**config.mk**
```make
export PLATFORM = sky130hd
export DESIGN_NAME = pkt_rx_ctrl
export DESIGN_NICKNAME = d
export VERILOG_FILES = /design/src/rtl/pkt_rx_ctrl.sv
export SDC_FILE = /design/constraint.sdc
export NUM_CORES = 1
export LEC_CHECK = 0
export ABC_CLOCK_PERIOD_IN_PS = 6310
export BUFFER_PORTS_ARGS = -buffer_cell sky130_fd_sc_hd__buf_2
export CORE_ASPECT_RATIO = 1.75
export CORE_MARGIN = 2
export CORE_UTILIZATION = 35
export DETAILED_ROUTE_END_ITERATION = 8
export PLACE_DENSITY_LB_ADDON = 0.05
export SLEW_MARGIN = 15
export SYNTH_ARGS = -nofsm -noshare
export SYNTH_HDL_FRONTEND = slang
export SYNTH_SLANG_ARGS = --single-unit
```
**constraint.sdc**
```tcl
create_clock -name clk -period 6.31 [get_ports clk]
set_input_delay 0.3155 -clock clk [delete_from_list [all_inputs] [get_ports clk]]
set_output_delay 0.3155 -clock clk [all_outputs]
set_load 0.01 [all_outputs]
```
**src/rtl/pkt_rx_ctrl.sv**
```systemverilog
module pkt_rx_ctrl #(
  parameter int DATA_AW = 4,
  parameter int LEN_AW  = 2
) (
  input  logic        clk,
  input  logic        rst_n,
  input  logic        s_valid,
  input  logic        s_sop,
  input  logic        s_eop,
  input  logic [2:0]  s_empty,
  input  logic [63:0] s_data,
  input  logic        m_addr,
  input  logic        m_read,
  output logic [63:0] m_readdata
);
  localparam int DEPTH  = 1 << DATA_AW;
  localparam int LDEPTH = 1 << LEN_AW;
  localparam int PW     = DATA_AW + 1;
  localparam int LPW    = LEN_AW + 1;

  logic [63:0] mem  [DEPTH];
  logic [15:0] lmem [LDEPTH];
  logic [PW-1:0]  wr_ptr, wr_base, rd_ptr, beat_cnt;
  logic [LPW-1:0] lw_ptr, lr_ptr;
  logic           in_frame, dropping;
  logic [15:0]    drop_cnt, head_rd;

  wire          avail      = lw_ptr != lr_ptr;
  wire          lfull      = (lw_ptr - lr_ptr) == LPW'(LDEPTH);
  wire [15:0]   head_len   = avail ? lmem[lr_ptr[LEN_AW-1:0]] : 16'h0;
  wire [15:0]   head_beats = (head_len + 16'd7) >> 3;
  wire          pop        = m_read && m_addr && avail;
  wire [PW-1:0] start      = s_sop ? wr_base : wr_ptr;
  wire          space      = (start - rd_ptr) != PW'(DEPTH);
  wire          take       = s_valid && (s_sop || (in_frame && !dropping));
  wire          wr_en      = take && space;
  wire          commit     = wr_en && s_eop && !lfull;
  wire          drop       = (take && !space) || (wr_en && s_eop && lfull);
  wire [PW-1:0] prior      = s_sop ? '0 : beat_cnt;
  wire [15:0]   new_len    = 16'({prior, 3'b000}) + 16'(4'd8 - {1'b0, s_empty});

  assign m_readdata = m_addr ? (avail ? mem[rd_ptr[DATA_AW-1:0]] : 64'h0)
                             : {drop_cnt, 16'h0, head_len, 15'h0, avail};

  always_ff @(posedge clk) begin
    if (wr_en) mem[start[DATA_AW-1:0]] <= s_data;
    if (commit) lmem[lw_ptr[LEN_AW-1:0]] <= new_len;
  end

  always_ff @(posedge clk) begin
    if (!rst_n) begin
      wr_ptr <= '0; wr_base <= '0; rd_ptr <= '0; beat_cnt <= '0;
      lw_ptr <= '0; lr_ptr <= '0; in_frame <= 1'b0; dropping <= 1'b0;
      drop_cnt <= '0; head_rd <= '0;
    end else begin
      if (pop) begin
        rd_ptr <= rd_ptr + 1'b1;
        if (head_rd + 16'd1 == head_beats) begin
          head_rd <= '0;
          lr_ptr  <= lr_ptr + 1'b1;
        end else begin
          head_rd <= head_rd + 16'd1;
        end
      end
      if (drop) begin
        drop_cnt <= drop_cnt + 16'd1;
        wr_ptr   <= wr_base;
      end
      if (commit) begin
        wr_ptr  <= start + 1'b1;
        wr_base <= start + 1'b1;
        lw_ptr  <= lw_ptr + 1'b1;
      end else if (wr_en && !s_eop) begin
        wr_ptr <= start + 1'b1;
      end
      if (wr_en && !s_eop) beat_cnt <= prior + 1'b1;
      if (s_valid && (s_sop || in_frame)) begin
        in_frame <= !s_eop;
        dropping <= !s_eop && (drop || (dropping && !s_sop));
      end
    end
  end

  assert_no_overflow_R6: assert property (@(posedge clk) disable iff (!rst_n)
    (wr_ptr - rd_ptr) <= PW'(DEPTH));
  assert_len_fifo_bound_R7: assert property (@(posedge clk) disable iff (!rst_n)
    (lw_ptr - lr_ptr) <= LPW'(LDEPTH));
  assert_head_len_sane_R2: assert property (@(posedge clk) disable iff (!rst_n)
    avail |-> (head_len != 16'h0 && head_len <= 16'(8 * DEPTH)));
  assert_idle_read_R8: assert property (@(posedge clk) disable iff (!rst_n)
    (m_read && m_addr && !avail) |=> rd_ptr == $past(rd_ptr));
  assert_drop_step_R6: assert property (@(posedge clk) disable iff (!rst_n)
    ##1 (drop_cnt == $past(drop_cnt) || drop_cnt == $past(drop_cnt) + 16'd1));
  assert_commit_lag_R10: assert property (@(posedge clk) disable iff (!rst_n)
    (s_valid && !s_eop) |=> lw_ptr == $past(lw_ptr));
endmodule

```
==> flow_metrics.env <==
export IMPL_fp_row_count=172
export IMPL_fmax_mhz=227.7
export IMPL_die_w_um=272.7
export IMPL_synthCells=2081
export IMPL_gp_congestion=0.7632
export IMPL_drv_slew=0
export IMPL_drt_initial_drc_count=1460
export IMPL_htree_levels=3
export IMPL_grt_use_total=0.1806
export IMPL_cts_resized=0
export IMPL_synth_seq_cells=1126
export IMPL_cp_buffers_inverters=3
export IMPL_tightest_slew_ns=1.071
export IMPL_path_max_fanout=37
export IMPL_initial_core_util=0.3524
export IMPL_wl_um=115000
export IMPL_synthFlopType="edfxtp_1"
export IMPL_leakage_nw=16.03
export IMPL_max_stage_delay_ns=0.72
export IMPL_end_kind="flop"
export IMPL_antenna_found_initial=5
export IMPL_period_minus_slack_ns=4.392
export IMPL_dpl_instance_area_um2=47090
export IMPL_dieArea_um2=129300
export IMPL_critPathArrivalTime_ns=4.78
export IMPL_cts_tree="yes"
export IMPL_synth_edf_count=1060
export IMPL_status="complete, no violations"
export IMPL_drt_pass1_iter_count=5
export IMPL_grt_max_degree=101
export IMPL_vias=21350
export IMPL_io_buffers=137
export IMPL_ys_types=55
export IMPL_fin_area_um2=51340
export IMPL_numCtsBuffers=109
export IMPL_relSlewSlack=0.2795
export IMPL_clock_skew_ns=0.01793
export IMPL_core_um2=125500
export IMPL_ir_drop_mv=0.2505
export IMPL_cts_root_buf="clkbuf_16"
export IMPL_crit_top_cell="buf_4"
export IMPL_crit_chain="mux2i_1, inv_1, ha_1, a21oi_1, a21boi_0, o221a_2, o2111ai_1, buf_4, and2_1, nand2_1, nor2_1, and2_4, buf_4"
export IMPL_yosys_top_cells_area="edfxtp_1 72%, mux4_2 17%, dfxtp_1 3.0%, xnor2_1 0.69%, ha_1 0.65%"
export IMPL_synthTopCellsByCount="1,060 x edfxtp_1, 326 x mux4_2, 71 x clkbuf_1"
export IMPL_syn_num_nets=2178
export IMPL_wl_per_cell_um=28.22
export IMPL_powerDensity_nw_per_um2=302.2
export IMPL_drc_errors=0
export IMPL_clock_latency_ns=0.72
export IMPL_post_cts_setup_buffers=0
export IMPL_synthToLayoutAreaGrowth_pct=16.10
export IMPL_final_hold_violation_count=0
export IMPL_grt_pass1_wl_um=167400
export IMPL_grt_ovfl_total=0
export IMPL_path_clk_slew_ns=0.06
export IMPL_cts_path_max_buffers=3
export IMPL_setup_violations=0
export IMPL_vias_per_cell=5.240
export IMPL_ys_seq_area_frac=0.7497
export IMPL_drive_gt1_frac=0.2893
export IMPL_layout_nets=2431
export IMPL_worstHoldPathType="in -> reg"
export IMPL_fin_crit_sh=0.6961
export IMPL_die_y_um=474.2
export IMPL_grt_pass1_vias=23310
export IMPL_synth_async_reset_ratio=0
export IMPL_cts_sinks=1126
export IMPL_netlist_top_cell_by_area="edfxtp_1"
export IMPL_yosysMostFrequentCell="edfxtp_1"
export IMPL_ant_nets=0
export IMPL_cp_required_ns=6.70
export IMPL_rsz0062_at_grt="false"
export IMPL_ys_warn_count=0
export IMPL_fin_setup_tns_ns=0
export IMPL_synth_top_area_frac=0.7198
export IMPL_maxCapViolCount=0
export IMPL_syn_cell_area_um2=44220
export IMPL_slowest_stage="and2_4"
export IMPL_dp_hpwl_um=69840
export IMPL_critPathKind="reg -> reg"
export IMPL_critical_path_top_delay_family="simple AND/OR/NAND/NOR gates"
export IMPL_ioPinCount=138
export IMPL_startpoint_type="flop"
export IMPL_avgSynthCellArea_um2=21.25
==> layout by cell type (no fill, tap or decap), drive strengths merged, types with 18 or more instances in the layout <==
cell            n
mux4          329
xor2           18
ha             23
dlygate4sd3    66
mux2i          24
edfxtp       1060
nand3          41
clkinv         43
inv            40
and2           19
xnor2          35
nor2           69
clkbuf        132
and3           43
buf           184
dfxtp          66
a21oi          23
nand2          43
o21ai          32
==> flip-flops by register name, indices dropped and copies added (netlist names), named ones only <==
signal	flops
mem	1024
lmem	36
drop_cnt	16
head_rd	16
beat_cnt	5
rd_ptr	5
wr_base	5
wr_ptr	5
lr_ptr	3
lw_ptr	3
dropping	1
in_frame	1
==> layer usage <==
metal | track usage | vias to the layer above | wire length, µm
met5 | 0 | - | 0
met2 | 0.3175 | 427 | 60290
li1 | - | 9168 | -
met1 | 0.2312 | 11620 | 48110
met4 | 0.05339 | 0 | 2559
met3 | 0.02530 | 138 | 4032
==> power by group <==
part / switching [mW] / internal, mW
registers: 0.0247 / 8.24
clock network: 2.83 / 3.81
logic: 0.377 / 0.229
==> stage by stage <==
step	total power, mW	instances	hold slack [ns]	utilization	setup slack (ns)
2_1_floorplan	8.709	2081	0.4113	-	0.5818
3_3_place_gp	9.002	3810	0.4649	0.3753	1.411
3_5_place_dp	9.013	3810	0.4793	0.3753	1.431
4_1_cts	15.73	4073	0.001934	0.4091	1.799
5_1_grt	16.02	4074	0.03493	0.4092	1.626
6_report	15.51	4075	0.05339	0.4092	1.918
==> final cells by class <==
class                           instances  area, µm²
Multi-Input combinational cell        812      10590
Inverter                               35      131.4
Fill cell                           11130      74130
Sequential cell                      1126      33170
Clock buffer                          132       2878
Timing Repair Buffer                  250       1802
Clock inverter                         65      701.9
Antenna cell                            2      5.005
Tap cell                             1653       2068
==> what timing repair did <==
action                                  in CTS  in global routing
endpoints found under the setup margin       0                  0
hold buffers                                66                  0
endpoints found under the hold margin      944                  0
==> cells by family (layout without fill, tap and decap cells) <==
kind of cell,after synthesis,in the layout,share of synthesized area
xor+xnor,53,53,0.01050
mux,354,354,0.1735
buf+inv,143,482,0.01231
simple gates,286,286,0.03367
fa+ha+maj,23,23,0.006508
other cells,0,2,0
flops,1126,1126,0.7497
compound gates,96,96,0.01381
==> worst paths after layout <==
check,startpoint,slack [ns],end,cells past startpoint
worst min-delay path,s_data[53],0.05,mem[12][53],1
worst max register to register,wr_base[2],1.92,mem[6][31],13
worst max-delay path,wr_base[2],1.92,mem[6][31],13
worst min register to register,dropping,0.48,dropping,2
No activity file was read; power rests on OpenSTA's default activity.
